### src/rtl/irq_hub_pkg.sv
`timescale 1ns/1ps
package irq_hub_pkg;

  // width of the bank index carried in the strobe bundle
  localparam int BANK_IDX_W = 4;

  // per-cycle strobes from control to datapath
  typedef struct packed {
    logic                  flagWr;   // write-one-to-clear on a flag bank
    logic                  enWr;     // load an enable bank
    logic                  dbgWr;    // load a debug-enable bank
    logic [BANK_IDX_W-1:0] bank;     // which bank the above address
    logic                  coreWr;   // load core page pointer
    logic                  hostWr;   // load host page pointer
    logic                  maskWr;   // load global mask from data bit 0
    logic                  ackTake;  // acknowledge of the offered interrupt
    logic                  swClr;    // software reset of the flags
  } strobe_t;

endpackage

### src/rtl/irq_hub_ctrl.sv
`timescale 1ns/1ps
module irq_hub_ctrl
  import irq_hub_pkg::*;
#(
  parameter int NBANK  = 2,
  parameter int ADDR_W = 4
) (
  input  logic              regWrEn,
  input  logic [ADDR_W-1:0] regAddr,
  input  logic              intAck,
  input  logic              swReset,
  input  logic              irqValid,
  output strobe_t           st
);

  localparam logic [ADDR_W-1:0] EN_BASE   = ADDR_W'(NBANK);
  localparam logic [ADDR_W-1:0] DBG_BASE  = ADDR_W'(2 * NBANK);
  localparam logic [ADDR_W-1:0] CORE_ADDR = ADDR_W'(3 * NBANK);
  localparam logic [ADDR_W-1:0] HOST_ADDR = ADDR_W'(3 * NBANK + 1);
  localparam logic [ADDR_W-1:0] MASK_ADDR = ADDR_W'(3 * NBANK + 2);

  always_comb begin
    st = '0;
    if (regWrEn) begin
      if (regAddr < EN_BASE) begin
        st.flagWr = 1'b1;
        st.bank   = BANK_IDX_W'(regAddr);
      end else if (regAddr < DBG_BASE) begin
        st.enWr = 1'b1;
        st.bank = BANK_IDX_W'(regAddr - EN_BASE);
      end else if (regAddr < CORE_ADDR) begin
        st.dbgWr = 1'b1;
        st.bank  = BANK_IDX_W'(regAddr - DBG_BASE);
      end else if (regAddr == CORE_ADDR) begin
        st.coreWr = 1'b1;
      end else if (regAddr == HOST_ADDR) begin
        st.hostWr = 1'b1;
      end else if (regAddr == MASK_ADDR) begin
        st.maskWr = 1'b1;
      end
    end
    // an acknowledge only counts while something is being offered
    st.ackTake = intAck & irqValid;
    st.swClr   = swReset;
  end

endmodule

### src/rtl/irq_hub_dp.sv
`timescale 1ns/1ps
module irq_hub_dp
  import irq_hub_pkg::*;
#(
  parameter int NBANK   = 2,
  parameter int BANK_W  = 16,
  parameter int PTR_W   = 16,
  parameter int ADDR_W  = 4,
  parameter int HOST_LO = 16,
  parameter int HOST_HI = 23,
  localparam int NUM    = NBANK * BANK_W,
  localparam int VEC_W  = $clog2(NUM),
  localparam int SLOT_W = VEC_W + 3
) (
  input  logic                    clk,
  input  logic                    rstN,
  input  strobe_t                 st,
  input  logic [NUM-1:0]          irqReq,
  input  logic                    cpuHalted,
  input  logic [ADDR_W-1:0]       regAddr,
  input  logic [BANK_W-1:0]       wrData,
  output logic [BANK_W-1:0]       rdData,
  output logic                    irqValid,
  output logic [VEC_W-1:0]        irqVector,
  output logic [PTR_W+SLOT_W-1:0] irqAddr,
  output logic                    maskOut
);

  localparam logic [VEC_W-1:0]  HOST_FIRST = VEC_W'(HOST_LO);
  localparam logic [VEC_W-1:0]  HOST_LAST  = VEC_W'(HOST_HI);
  localparam logic [ADDR_W-1:0] CORE_ADDR  = ADDR_W'(3 * NBANK);
  localparam logic [ADDR_W-1:0] HOST_ADDR  = ADDR_W'(3 * NBANK + 1);
  localparam logic [ADDR_W-1:0] MASK_ADDR  = ADDR_W'(3 * NBANK + 2);

  logic [NUM-1:0]   flagQ, flagD;
  logic [NUM-1:0]   enQ, dbgQ;
  logic [NUM-1:0]   clrVec, ackVec, elig;
  logic [PTR_W-1:0] corePtrQ, hostPtrQ;
  logic             maskQ;
  logic [VEC_W-1:0] winVec;
  logic             isHost;

  // per-bank write decode and enable storage
  for (genvar b = 0; b < NBANK; b++) begin : g_bank
    logic              hit;
    logic [BANK_W-1:0] enB, dbgB;

    assign hit = (st.bank == BANK_IDX_W'(b));
    assign clrVec[b*BANK_W +: BANK_W] = (st.flagWr && hit) ? wrData : '0;

    always_ff @(posedge clk or negedge rstN) begin
      if (!rstN) begin
        enB  <= '0;
        dbgB <= '0;
      end else begin
        if (st.enWr && hit)  enB  <= wrData;
        if (st.dbgWr && hit) dbgB <= wrData;
      end
    end

    assign enQ[b*BANK_W +: BANK_W]  = enB;
    assign dbgQ[b*BANK_W +: BANK_W] = dbgB;
  end

  // acknowledge clears the currently offered vector
  assign ackVec = st.ackTake ? (NUM'(1) << winVec) : '0;

  // new requests win over both kinds of clear
  always_comb begin
    if (st.swClr) flagD = '0;
    else          flagD = (flagQ & ~clrVec & ~ackVec) | irqReq;
  end

  always_ff @(posedge clk or negedge rstN) begin
    if (!rstN) begin
      flagQ    <= '0;
      corePtrQ <= '0;
      hostPtrQ <= '0;
      maskQ    <= 1'b1;
    end else begin
      flagQ <= flagD;
      if (st.coreWr) corePtrQ <= PTR_W'(wrData);
      if (st.hostWr) hostPtrQ <= PTR_W'(wrData);
      if (st.ackTake)     maskQ <= 1'b1;
      else if (st.maskWr) maskQ <= wrData[0];
    end
  end

  // eligibility: pending, enabled, unmasked, time-critical when halted
  always_comb begin
    if (maskQ) elig = '0;
    else       elig = flagQ & enQ & (cpuHalted ? dbgQ : {NUM{1'b1}});
  end

  // fixed priority, lowest index first
  always_comb begin
    logic found;
    found  = 1'b0;
    winVec = '0;
    for (int i = 0; i < NUM; i++) begin
      if (elig[i] && !found) begin
        winVec = VEC_W'(i);
        found  = 1'b1;
      end
    end
  end

  assign irqValid  = |elig;
  assign irqVector = winVec;
  assign isHost    = (winVec >= HOST_FIRST) && (winVec <= HOST_LAST);
  assign irqAddr   = {(isHost ? hostPtrQ : corePtrQ), winVec, 3'b000};
  assign maskOut   = maskQ;

  // register read mux
  always_comb begin
    rdData = '0;
    for (int b = 0; b < NBANK; b++) begin
      if (regAddr == ADDR_W'(b))             rdData = flagQ[b*BANK_W +: BANK_W];
      if (regAddr == ADDR_W'(NBANK + b))     rdData = enQ[b*BANK_W +: BANK_W];
      if (regAddr == ADDR_W'(2 * NBANK + b)) rdData = dbgQ[b*BANK_W +: BANK_W];
    end
    if (regAddr == CORE_ADDR) rdData = BANK_W'(corePtrQ);
    if (regAddr == HOST_ADDR) rdData = BANK_W'(hostPtrQ);
    if (regAddr == MASK_ADDR) rdData = BANK_W'(maskQ);
  end

endmodule

### src/rtl/irq_hub.sv
`timescale 1ns/1ps
module irq_hub
  import irq_hub_pkg::*;
#(
  parameter int NBANK   = 2,
  parameter int BANK_W  = 16,
  parameter int PTR_W   = 16,
  parameter int ADDR_W  = 4,
  parameter int HOST_LO = 16,
  parameter int HOST_HI = 23,
  localparam int NUM    = NBANK * BANK_W,
  localparam int VEC_W  = $clog2(NUM),
  localparam int SLOT_W = VEC_W + 3
) (
  input  logic                    clk,
  input  logic                    rstN,
  input  logic                    swReset,
  input  logic [NUM-1:0]          irqReq,
  input  logic                    cpuHalted,
  input  logic                    regWrEn,
  input  logic [ADDR_W-1:0]       regAddr,
  input  logic [BANK_W-1:0]       regWrData,
  output logic [BANK_W-1:0]       regRdData,
  input  logic                    intAck,
  output logic                    irqValid,
  output logic [VEC_W-1:0]        irqVector,
  output logic [PTR_W+SLOT_W-1:0] irqAddr,
  output logic                    globalMask
);

  strobe_t stb;

  irq_hub_ctrl #(.NBANK(NBANK), .ADDR_W(ADDR_W)) i_ctrl (
    .regWrEn (regWrEn),
    .regAddr (regAddr),
    .intAck  (intAck),
    .swReset (swReset),
    .irqValid(irqValid),
    .st      (stb)
  );

  irq_hub_dp #(
    .NBANK(NBANK), .BANK_W(BANK_W), .PTR_W(PTR_W), .ADDR_W(ADDR_W),
    .HOST_LO(HOST_LO), .HOST_HI(HOST_HI)
  ) i_dp (
    .clk      (clk),
    .rstN     (rstN),
    .st       (stb),
    .irqReq   (irqReq),
    .cpuHalted(cpuHalted),
    .regAddr  (regAddr),
    .wrData   (regWrData),
    .rdData   (regRdData),
    .irqValid (irqValid),
    .irqVector(irqVector),
    .irqAddr  (irqAddr),
    .maskOut  (globalMask)
  );

endmodule

### config.mk
export PLATFORM = sky130hd
export DESIGN_NAME = irq_hub
export DESIGN_NICKNAME = d
export VERILOG_FILES = /design/src/rtl/irq_hub_pkg.sv /design/src/rtl/irq_hub_ctrl.sv /design/src/rtl/irq_hub_dp.sv /design/src/rtl/irq_hub.sv
export SDC_FILE = /design/constraint.sdc
export NUM_CORES = 1
export LEC_CHECK = 0
export ABC_AREA = 1
export BUFFER_PORTS_ARGS = -buffer_cell sky130_fd_sc_hd__buf_2
export CAP_MARGIN = 20
export CORE_ASPECT_RATIO = 2
export CORE_MARGIN = 2
export CORE_UTILIZATION = 55
export DETAILED_ROUTE_END_ITERATION = 7
export PLACE_DENSITY = 0.78
export SLEW_MARGIN = 0
export SYNTH_ARGS = -nofsm -noshare
export SYNTH_HDL_FRONTEND = slang
export SYNTH_SLANG_ARGS = --single-unit
### constraint.sdc
create_clock -name clk -period 4.24 [get_ports clk]
set_input_delay 0.636 -clock clk [delete_from_list [all_inputs] [get_ports clk]]
set_output_delay 0.636 -clock clk [all_outputs]
set_load 0.02 [all_outputs]
# Word-level counts from Yosys, hierarchy flattened
# Index checks and enable logic that the tools add are counted.
dict set report word_totals {
  regBits 129
  in_bits 58
  out_inout_bits 47
  wordCells 202
}
dict set report op_classes {
  n_addsub 2
  order_cmp 5
  n_eq_ne 9
  shift 1
  n_mux 96
  n_bitwise 8
  reduce_logical 73
}
# cell n
set op_table {}
lappend op_table {{$mux W16} 12}
lappend op_table {{$and A32 B32 Y32} 4}
lappend op_table {{$mux W32} 4}
lappend op_table {{$mux W5} 17}
lappend op_table {{$not A32 Y32} 2}
lappend op_table {{$mux W1} 41}
lappend op_table {{$mux W4} 10}
lappend op_table {{$logic_and A1 B1 Y1} 38}
lappend op_table {{$or A32 B32 Y32} 1}
lappend op_table {{$reduce_or A32 Y1} 1}
lappend op_table {{$shl A1 B5 Y32 const A} 1}
lappend op_table {{$logic_not A1 Y1} 31}
lappend op_table {{$mux W3} 7}
lappend op_table {{$eq A4 B3 Y1 const B} 4}
lappend op_table {{$mux W10} 1}
lappend op_table {{$eq A4 B1 Y1 const B} 2}
lappend op_table {{$eq A4 B2 Y1 const B} 2}
lappend op_table {{$logic_not A4 Y1} 2}
lappend op_table {{$lt A4 B3 Y1 const B} 2}
lappend op_table {{$mux W2} 4}
lappend op_table {{$ge A5 B5 Y1 const B} 1}
lappend op_table {{$le A5 B5 Y1 const B} 1}
lappend op_table {{$eq A4 B4 Y1 const B} 1}
lappend op_table {{$lt A4 B2 Y1 const B} 1}
lappend op_table {{other kinds (4)} 4}

# Depth between registers and ports, before layout
# Gate-level depths: netlist of run 1.
dict set report depth {
  ltp_word 103
  ltp_mapped 19
  ltp_nobuf 18
}

# Cells and area by module
# From an unflattened synthesis of run 1, not the netlist that was laid out.
dict set report unflattened {
  hier_cells 1088
  hier_area_um2 7817.5
}
# mod instances cells_each area_each_um2 seq_area_each_um2
set modules_own_cells {}
lappend modules_own_cells {irq_hub_dp 1 1039 7558.5 3229.3}
lappend modules_own_cells {irq_hub_ctrl 1 49 259.0 0.0}

# Worst setup path before layout of run 1
# OpenSTA, ideal clock, no wires.
dict set report synth_timing {
  path_type {input to output}
  from {in cpuHalted}
  to {out irqAddr[10]}
  arrival_time_ns 2.499
  t_required_ns 3.604
  path_slack_ns 1.105
  cell_stages 12
  path_buffers 4
  path_cell_list {buf_4 -> buf_6 -> buf_4 -> nand2_1 -> nand4_1 -> nand3_2 -> inv_2 -> nand2_1 -> a21oi_1 -> a21oi_2 -> clkbuf_1 -> o21ai_0}
}
dict set report synth_between {
  elab_chain_len 100
  elab_cells_between_ends 131
  cone_classes {order compare (2); mux (65); bitwise (1); reduce/logical (63)}
}
# element line_no
set synth_lines {}
lappend synth_lines {{start: declaration} irq_hub.sv:19} ;# input logic cpuHalted,
lappend synth_lines {{$mux W32 *} irq_hub_dp.sv:92} ;# else elig = flagQ & enQ & (cpuHalted ? dbgQ : {NUM{1'b1}});
lappend synth_lines {{$and A32 B32 Y32 *} irq_hub_dp.sv:92}
lappend synth_lines {{$mux W32 *} irq_hub_dp.sv:91} ;# if (maskQ) elig = '0;
lappend synth_lines {{$mux W1} irq_hub_dp.sv:101} ;# if (elig[i] && !found) begin
lappend synth_lines {{$logic_not A1 Y1} irq_hub_dp.sv:101}
lappend synth_lines {{$logic_and A1 B1 Y1} irq_hub_dp.sv:101}
lappend synth_lines {{$mux W1} irq_hub_dp.sv:101}
lappend synth_lines {{$logic_not A1 Y1} irq_hub_dp.sv:101}
lappend synth_lines {{[... 84 more ...]} -}
lappend synth_lines {{$logic_and A1 B1 Y1} irq_hub_dp.sv:101}
lappend synth_lines {{$mux W1} irq_hub_dp.sv:101}
lappend synth_lines {{$logic_not A1 Y1} irq_hub_dp.sv:101}
lappend synth_lines {{$logic_and A1 B1 Y1} irq_hub_dp.sv:101}
lappend synth_lines {{$mux W5 *} irq_hub_dp.sv:101}
lappend synth_lines {{$ge A5 B5 Y1 or $le A5 B5 Y1 (tied branches)} irq_hub_dp.sv:110} ;# assign isHost = (winVec >= HOST_FIRST) && (winVec <= HOST_LAST);
lappend synth_lines {{$logic_and A1 B1 Y1 *} irq_hub_dp.sv:110}
lappend synth_lines {{$mux W16 *} irq_hub_dp.sv:111} ;# assign irqAddr = {(isHost ? hostPtrQ : corePtrQ), winVec, 3'b000};
lappend synth_lines {{end: declaration} irq_hub.sv:27} ;# output logic [PTR_W+SLOT_W-1:0] irqAddr,
# Mark *: on every way between the ends. The rest lies on a longest branch, timed or not.

# Worst setup path after layout of run 1
dict set report layout_timing {
  from {reg i_dp.maskQ (netlist: i_dp.maskOut)}
  to {out irqAddr[23]}
}
dict set report layout_between {
  elab_chain_len 98
  elab_cells_between_ends 129
  cone_classes {order compare (2); mux (64); reduce/logical (63)}
}
# element line_no
set layout_lines {}
lappend layout_lines {{start: declaration} irq_hub_dp.sv:39} ;# logic maskQ;
lappend layout_lines {{start signal: assignment} irq_hub_dp.sv:85} ;# else if (st.maskWr) maskQ <= wrData[0];
lappend layout_lines {{$mux W32 *} irq_hub_dp.sv:91}
lappend layout_lines {{$mux W1} irq_hub_dp.sv:101}
lappend layout_lines {{$logic_not A1 Y1} irq_hub_dp.sv:101}
lappend layout_lines {{$logic_and A1 B1 Y1} irq_hub_dp.sv:101}
lappend layout_lines {{$mux W1} irq_hub_dp.sv:101}
lappend layout_lines {{$logic_not A1 Y1} irq_hub_dp.sv:101}
lappend layout_lines {{$logic_and A1 B1 Y1} irq_hub_dp.sv:101}
lappend layout_lines {{$mux W1} irq_hub_dp.sv:101}
lappend layout_lines {{[... 82 more ...]} -}
lappend layout_lines {{$logic_and A1 B1 Y1} irq_hub_dp.sv:101}
lappend layout_lines {{$mux W1} irq_hub_dp.sv:101}
lappend layout_lines {{$logic_not A1 Y1} irq_hub_dp.sv:101}
lappend layout_lines {{$logic_and A1 B1 Y1} irq_hub_dp.sv:101}
lappend layout_lines {{$mux W5 *} irq_hub_dp.sv:101}
lappend layout_lines {{$ge A5 B5 Y1 or $le A5 B5 Y1 (tied branches)} irq_hub_dp.sv:110}
lappend layout_lines {{$logic_and A1 B1 Y1 *} irq_hub_dp.sv:110}
lappend layout_lines {{$mux W16 *} irq_hub_dp.sv:111}
# Marks and branches as above.

==> impl_metrics.tcl, run 1 <==
set metrics [dict create \
    syn-cell-area_mm2 0.007988 \
    p_leak_nw 4.622 \
    drt_iter0_drc 793 \
    htree_levels 4 \
    fin_worst_skew_ps 10.60 \
    clock_sinks 129 \
    drv_slew 0 \
    port_buffers 101 \
    area_growth_pct 14.63 \
    grt-busiest-layer "met2" \
    dr.pass1.iters 6 \
    grt_max_degree 72 \
    die_x_um 89.22 \
    clock_latency_ps 440 \
    grt_util_met3_pct 4.558 \
    cts_buffer_depth 2 \
    critPathRequiredTime_ps 3600 \
    grt_use_met2_pct 54.44 \
    drive_gt1_share_pct 19.67 \
    initial_utilization_pct 55.96 \
    register_area_mm2 0.003229 \
    power_density_mw_per_mm2 447.5 \
    die_y_um 174.4 \
    cts_hold_buf 0 \
    avgSynthCellArea_um2 7.500 \
    hpwlAfterDp_um 17730 \
    cp-start-kind "register" \
    hold_viol_final 0 \
    cts_tree "yes" \
    gp_congestion 1.016 \
    path_clk_slew_ps 60 \
    fmax_ghz 0.2550 \
    setup_slack_ps 318.6 \
    grt_pass1_vias 7535 \
    ys_types 48 \
    rsz0062_at_grt "no" \
    overflow 0 \
    avgViaCountPerCell 5.802 \
    grt.met1_usage_pct 38.89 \
    cts_resized 0 \
    ir_worst_vdd_uv 349.1 \
    wl_um 24210 \
    setup_violations 0 \
    hold_path.class "input port to asynchronous set/reset pin" \
    finalCritPeriodShare_pct 92.49 \
    place_area_mm2 0.008562 \
    cts_made_buffers 17 \
    routed-via-count 7838 \
    synth_ff_type "dfrtp_1" \
    yosysWarningCount 0 \
    fill_cells 1354 \
    final_area_mm2 0.009156 \
    ys_ff_latch 129 \
    cap_violations 0 \
    relSlewSlack_pct 33.30 \
    synth_edf_count 0 \
    final_core_util_pct 64.15 \
    status "finished clean" \
    synth_area_leaders "dfrtp_1, nand2_1, o21ai_0" \
    num_rows 62 \
    cts_setup_buffers 0 \
    nets 1207 \
    place_ws_ps 547.1 \
    grt_first_pass_wirelength_um 38170 \
    async_reset_ff_share_pct 100.0 \
    core_mm2 0.01427 \
    antenna_found_initial 0 \
    drc 0 \
    critPathMaxFanout 32 \
    min_period_ps 3921 \
    netlist.area_leader.share_pct 40.10 \
    tightest_slew_ps 998.1 \
    synth-seq-area-share_pct 40.43 \
    yosysMostFrequentCell "nand2_1" \
    multi_input_area_mm2 0.003860 \
    cp.arrival_ps 3290 \
    yosys-top-cells-count "nand2_1, inv_1, o21ai_0, dfrtp_1, nand3_1" \
    criticalPathCategory "register to output port" \
    diodes 0 \
    final_antenna_net_count 0 \
    post_drt_wl_per_cell_um 17.92 \
    cp-end-kind "output port" \
    tns_ps 0 \
    ios 105 \
    grt_usage_pct 32.41 \
    root_buffer "clkbuf_16" \
    synth_cells 1065 \
    fp.dieArea_mm2 0.01556 \
    yosys.area.top_type "dfrtp_1" \
]
[metal layers]
metal  share of wire, %  vias to the layer above
met5                  0                        -
met4                5.2                        0
met3                5.9                      103
met2                 51                      370
met1                 38                     3679
li1                   -                     3686
[stage by stage]
step | hold slack (ps) | power (mW) | std cells
after floorplan | 340.4 | 2.366 | 1067
after global placement | 466.0 | 2.655 | 1318
after detailed placement | 472.7 | 2.676 | 1318
after CTS | 298.9 | 4.078 | 1350
after global routing | 339.0 | 4.283 | 1351
final | 265.1 | 4.097 | 1351
[final timing paths]
path / cells after the start / end / slack [ps] / from
worst max register to register: 13 / i_dp.flagQ[0] / 1020 / i_dp.maskOut
worst min-delay path: 1 / i_dp.g_bank[0].dbgB[0] / 270 / rstN
worst max-delay path: 12 / irqAddr[23] / 320 / i_dp.maskOut
worst min register to register: 2 / i_dp.g_bank[0].enB[12] / 490 / i_dp.g_bank[0].enB[12]
max in group asynchronous: 2 / i_dp.g_bank[1].dbgB[8] / 3120 / rstN
min in group clk: 3 / i_dp.flagQ[7] / 430 / irqReq[7]
[cell usage in the layout, fill, tap and decap left out, types with 4 or more instances in the layout]
| cell type | instances |
|---|---|
| nand2_1 | 275 |
| inv_1 | 152 |
| o21ai_0 | 134 |
| dfrtp_1 | 128 |
| buf_2 | 100 |
| nand3_1 | 55 |
| nor2_1 | 47 |
| a21oi_1 | 40 |
| nand4_1 | 26 |
| a21oi_2 | 21 |
| o221ai_2 | 19 |
| clkbuf_16 | 17 |
| buf_4 | 16 |
| a22oi_1 | 14 |
| o2111ai_1 | 12 |
| nand2_2 | 9 |
| o211ai_1 | 8 |
| o221ai_1 | 8 |
| nor2_4 | 6 |
| nor3_1 | 6 |
| clkinv_2 | 5 |
| nand3_2 | 4 |
| nand3b_1 | 4 |
| clkinvlp_4 | 4 |
[kinds of logic after synthesis]
| family | after synthesis | share of synthesized area [%] |
|---|---|---|
| and+or+nand+nor | 450 | 25.61 |
| AOI/OAI and AO/OA | 267 | 22.07 |
| buffers and inverters | 215 | 11.37 |
| DFF | 129 | 40.43 |
| adders and majority gates | 3 | 0.4700 |
| other | 1 | 0.04695 |
[sequential cells by signal, summed over array words and instances (netlist names)]
name	cells
i_dp.g_bank.dbgB	32
i_dp.flagQ	32
i_dp.hostPtrQ	16
i_dp.corePtrQ	16
i_dp.maskOut	1
i_dp.g_bank.enB	32
[final cells by class]
type                            count  share of cell area, %
Inverter                          157                  6.491
Tap cell                          192                  2.624
Clock buffer                       19                  4.947
Clock inverter                     13                  1.216
Multi-Input combinational cell    723                  42.16
Timing Repair Buffer              118                  7.297
Sequential cell                   129                  35.27
[where the power goes]
part	leakage [nW]	switching, mW	internal, mW	total [mW]
combinational	2.70	0.761	0.337	1.10
clock	0.271	0.582	0.834	1.42
sequential	1.65	0.162	1.42	1.58
[critical path, stage by stage (launching register included)]
cell and delay [ps]:
dfstp_2 720, inv_4 200, nand3_1 170, nand2_1 110
nor2_4 230, nand2_4 120, nor2_4 290, nand2_1 110
a21oi_1 210, a21oi_2 70, buf_4 240, o21ai_0 180
buf_2 190
Note: power is estimated with default switching activity, not from simulation.
==> inputs of run 2 (changes only) <==
- MAX_ROUTING_LAYER: not set -> met4
==> run 2 against run 1 <==
Wire length up 0.61%. Worst setup slack got worse by 43 ps. Sequential share of layout area shrank 0.20 points. Cell area increased by 0.56%. Core utilization rose by 0.36 points. Clock power is 14% higher. First-iteration DRC count decreased by 9.7%. Die area is the same. Non-clock buffer count fell by 1. Critical path depth is the same. Fmax shrank 1.1%. Critical path type unchanged. Largest power group is now the clock network. Highest routed layer unchanged.
==> impl_metrics.tcl, run 2 (synthesis results as in run 1) <==
set metrics [dict create \
    finalCritPeriodShare_pct 93.49 \
    cap_violations 0 \
    critPathBufInv 3 \
    final_antenna_net_count 0 \
    core_mm2 0.01427 \
    cp_slowest_cell "dfstp_2" \
    largestRegisters "i_dp.flagQ (32), i_dp.g_bank.dbgB (32), i_dp.g_bank.enB (32)" \
    initial_utilization_pct 55.96 \
    holdWs_ps 291.5 \
    grt_use_met2_pct 55.19 \
    final_common_cell "nand2_1" \
    status "finished clean" \
    hold_viol_final 0 \
    numPlacedInstances 1318 \
    drv_slew 0 \
    final_cell_mix "nand2_1, inv_1, o21ai_0, dfrtp_1, buf_2" \
    critPathMaxFanout 32 \
    path_cells "inv_4 > nand3_1 > nand2_1 > nor2_4 > nand2_4 > nor2_4 > nand2_1 > a21oi_1 > a21oi_2 > buf_4 > o21ai_0 > buf_2" \
    die_x_um 89.22 \
    min_period_ps 3964 \
    port_buffers 101 \
    htree_levels 4 \
    clock_sinks 129 \
    cts_hold_buf 0 \
    routed-via-count 7925 \
    cp.arrival_ps 3330 \
    max_stage_delay_ps 700 \
    gp_congestion 1.030 \
    clock_latency_ps 440 \
    cp-end-kind "output port" \
    grt_util_met3_pct 5.508 \
    die_y_um 174.4 \
    p_leak_nw 4.644 \
    avgViaCountPerCell 5.870 \
    num_rows 62 \
    ios 105 \
    hpwlAfterDp_um 17890 \
    tightest_slew_ps 1028 \
    ir_worst_vdd_uv 392.7 \
    criticalPathCategory "register to output port" \
    tns_ps 0 \
    fp.dieArea_mm2 0.01556 \
    cts_buffer_depth 2 \
    post_drt_wl_per_cell_um 18.05 \
    root_buffer "clkbuf_16" \
    final_core_util_pct 64.51 \
    wl_um 24360 \
    fin_worst_skew_ps 6.100 \
    overflow 0 \
    final_cells 1350 \
    cts_made_buffers 17 \
    hold_path.class "input port to asynchronous set/reset pin" \
    drc 0 \
    grt_max_degree 69 \
    cp-start-kind "register" \
    cts_tree "yes" \
    grt-busiest-layer "met2" \
    relSlewSlack_pct 31.33 \
    dr.pass1.iters 6 \
    area_growth_pct 15.27 \
    diodes 0 \
    grt_usage_pct 33.45 \
    drt_iter0_drc 716 \
    rsz0062_at_grt "no" \
    crit_family "simple AND/OR/NAND/NOR gates" \
    grt.met1_usage_pct 38.16 \
    setup_violations 0 \
    antenna_found_initial 0 \
    grt_pass1_vias 7695 \
    grt_first_pass_wirelength_um 38460 \
    nets 1206 \
    drive_gt1_share_pct 19.43 \
    path_clk_slew_ps 60 \
    power_density_mw_per_mm2 467.6 \
    critPathRequiredTime_ps 3600 \
    fmax_ghz 0.2523 \
]
## run 2: cell types whose count changed in the layout (fill, tap and decap cells not counted)
| cell | change |
|---|---|
| bufinv_16 | +4 |
| clkinv_2 | -3 |
| clkbuf_1 | +2 |
| clkbuf_8 | -2 |
| clkinv_4 | +2 |
| clkinvlp_4 | -2 |
| buf_16 | -1 |
| inv_6 | -1 |
## run 2: cell type report
type | count | area [um2]
Multi-Input combinational cell | 723 | 3860
Tap cell | 192 | 240.2
Sequential cell | 129 | 3229
Timing Repair Buffer | 117 | 640.6
Fill cell | 1273 | 5066
Clock buffer | 19 | 432.9
Clock inverter | 13 | 210.2
Inverter | 157 | 594.3
## run 2: metrics by stage
stage / cell area, um2 / power [mW] / setup WS (ps)
final: 9208 / 4.306 / 275.9
after global routing: 9208 / 4.493 / 98.99
after CTS: 9205 / 4.298 / 228.7
after detailed placement: 8562 / 2.682 / 546.0
after global placement: 8562 / 2.656 / 639.7
after floorplan: 7995 / 2.366 / 1105
## run 2: power by group
part           total [mW]  switching, mW  internal (mW)
registers            1.58          0.162           1.42
clock network        1.62          0.579           1.04
logic                1.10          0.765          0.335
total                4.31           1.51           2.80
## run 2: final timing paths
check	cells after the start	slack [ps]	endpoint	startpoint
worst max-delay path	12	280	irqAddr[17]	i_dp.maskOut
max in group asynchronous	2	3100	i_dp.corePtrQ[8]	rstN
min in group clk	3	420	i_dp.flagQ[6]	irqReq[6]
worst min register to register	2	480	i_dp.hostPtrQ[9]	i_dp.hostPtrQ[9]
worst max register to register	13	1060	i_dp.flagQ[0]	i_dp.maskOut
worst min-delay path	1	290	i_dp.g_bank[0].dbgB[3]	rstN
## run 2: repair_timing
action	CTS	global route
setup buffers	0	0
endpoints found under the setup margin	0	12
gates resized for setup	0	2
## run 2: layer usage
| metal | vias up | wire (um) |
|---|---|---|
| li1 | 3692 | - |
| met1 | 3729 | 8963 |
| met2 | 404 | 12610 |
| met3 | 100 | 1530 |
| met4 | 0 | 1254 |
| met5 | - | 0 |
==> inputs of run 3 (changes only) <==
- clock period: 4.24 -> 4.8 ns (I/O delays scaled with it)
==> run 3 against run 2 <==
Critical path depth stayed put. Clock skew up 5.3 ps. Global-route usage grew 0.55 points. Cell area shrank 0.71%. Register-to-register slack gained 540 ps. Combinational power shrank 12%. Sequential power shrank 11%. Largest power group is now sequential cells.
==> impl_metrics.tcl, run 3 (synthesis results as in run 1) <==
set metrics [dict create \
    grt_first_pass_wirelength_um 39300 \
    setup_violations 0 \
    cp-end-kind "output port" \
    min_period_ps 4119 \
    criticalPathCategory "register to output port" \
    holdWs_ps 314.1 \
    ios 105 \
    status "finished clean" \
    ir_worst_vdd_uv 321.0 \
    cts_resized 0 \
    nets 1202 \
    cap_violations 0 \
    fin_worst_skew_ps 11.43 \
    initial_utilization_pct 55.96 \
    hold_path.class "input port to asynchronous set/reset pin" \
    hold_viol_final 0 \
    drv_slew 0 \
    area_growth_pct 14.46 \
    cts_buffer_depth 2 \
    root_buffer "clkbuf_16" \
    grt_usage_pct 34.01 \
    dr.pass1.iters 8 \
    avgViaCountPerCell 5.843 \
    port_buffers 101 \
    antenna_found_initial 0 \
    diodes 0 \
    crit_family "simple AND/OR/NAND/NOR gates" \
    die_y_um 174.4 \
    final_common_cell "nand2_1" \
    cts_hold_buf 0 \
    cp_slowest_cell "dfstp_2" \
    post_drt_wl_per_cell_um 18.11 \
    largestRegisters "i_dp.flagQ (32), i_dp.g_bank.dbgB (32), i_dp.g_bank.enB (32)" \
    drt_iter0_drc 707 \
    drc 0 \
    rsz0062_at_grt "no" \
    p_leak_nw 4.608 \
    num_rows 62 \
    cts_setup_buffers 0 \
    core_mm2 0.01427 \
    routed-via-count 7865 \
    cp.arrival_ps 3400 \
    clock_latency_ps 440 \
    die_x_um 89.22 \
    grt_max_degree 130 \
    final_core_util_pct 64.05 \
    gp_congestion 1.025 \
    cts_tree "yes" \
    cts_made_buffers 17 \
    critPathRequiredTime_ps 4080 \
    overflow 0 \
    tns_ps 0 \
    clock_sinks 129 \
    hpwlAfterDp_um 17290 \
    power_density_mw_per_mm2 404.2 \
    final_cell_mix "nand2_1, inv_1, o21ai_0, dfrtp_1, buf_2" \
    htree_levels 4 \
    fmax_ghz 0.2428 \
    max_stage_delay_ps 680 \
    drive_gt1_share_pct 19.15 \
    wl_um 24380 \
    critPathBufInv 3 \
    grt_pass1_vias 7879 \
    fp.dieArea_mm2 0.01556 \
    path_cells "inv_2 > nand3_1 > nand2_1 > nor2_4 > nand2_4 > nor2_4 > nand2_1 > a21oi_1 > a21oi_2 > buf_4 > o21ai_0 > buf_2" \
    relSlewSlack_pct 31.99 \
    r2r_start "i_dp.maskOut" \
    tightest_slew_ps 1018 \
    finalCritPeriodShare_pct 85.82 \
    critPathMaxFanout 33 \
    r2r_setup_slack_ps 1600 \
    rr_worst_depth 15 \
    path_clk_slew_ps 60 \
    final_antenna_net_count 0 \
    reg2reg_to "i_dp.flagQ[0]" \
    cp-start-kind "register" \
]
-- run 3: per-stage QoR --
step / std cells / instance area (um2) / setup slack, ps / power, mW
after global placement: 1312 / 8517 / 881.0 / 2.339
after global routing: 1346 / 9143 / 437.4 / 3.868
after CTS: 1344 / 9112 / 737.5 / 3.686
final: 1346 / 9143 / 680.7 / 3.695
after floorplan: 1067 / 7995 / 1497 / 2.090
after detailed placement: 1312 / 8517 / 808.0 / 2.359
-- run 3: how the worst max path moves through the flow --
stage	start	end	slack, ps	cells after the start
global placement	cpuHalted	irqVector[4]	880	14
floorplan	cpuHalted	irqAddr[10]	1500	12
detailed placement	cpuHalted	irqAddr[22]	810	14
CTS	i_dp.maskOut	irqAddr[22]	740	12
finish	i_dp.maskOut	irqAddr[9]	680	12
global route	i_dp.maskOut	irqAddr[13]	440	12
-- run 3: where the power goes --
part | internal [mW] | switching [mW] | total, mW | leakage, nW
combinational | 0.291 | 0.681 | 0.971 | 2.67
clock | 0.816 | 0.511 | 1.33 | 0.283
sequential | 1.26 | 0.142 | 1.40 | 1.65
-- run 3: worst reg2reg max path, cell delays in order (launching register included) --
cell	delay, ps
dfstp_2	680
inv_2	260
nand3_1	220
nand2_1	120
nor2_4	230
nand2_4	120
nor2_4	300
nand2_1	130
a21oi_1	210
a21oi_2	50
buf_4	230
nand3_1	180
nor2_1	60
nand4_1	150
nand2_1	80
a21oi_2	110
-- run 3: metal layers --
layer | track usage [%] | vias up | part of all wire [%] | routed length, um
met1 | 39.77 | 3673 | 37 | 9058
met2 | 55.31 | 412 | 51 | 12500
met4 | 18.28 | 0 | 5.2 | 1275
met5 | - | - | 0 | 0
li1 | - | 3684 | - | -
met3 | 4.463 | 96 | 6.4 | 1550
-- run 3: cell type report --
cell class | instances | area (um2)
fillers | 1341 | 5131
multi-input cells | 723 | 3860
flip-flops and latches | 129 | 3229
repair buffers | 113 | 625.6
inverters | 157 | 591.8
clock buffers | 19 | 432.9
well taps | 192 | 240.2
clock inverters | 13 | 162.7
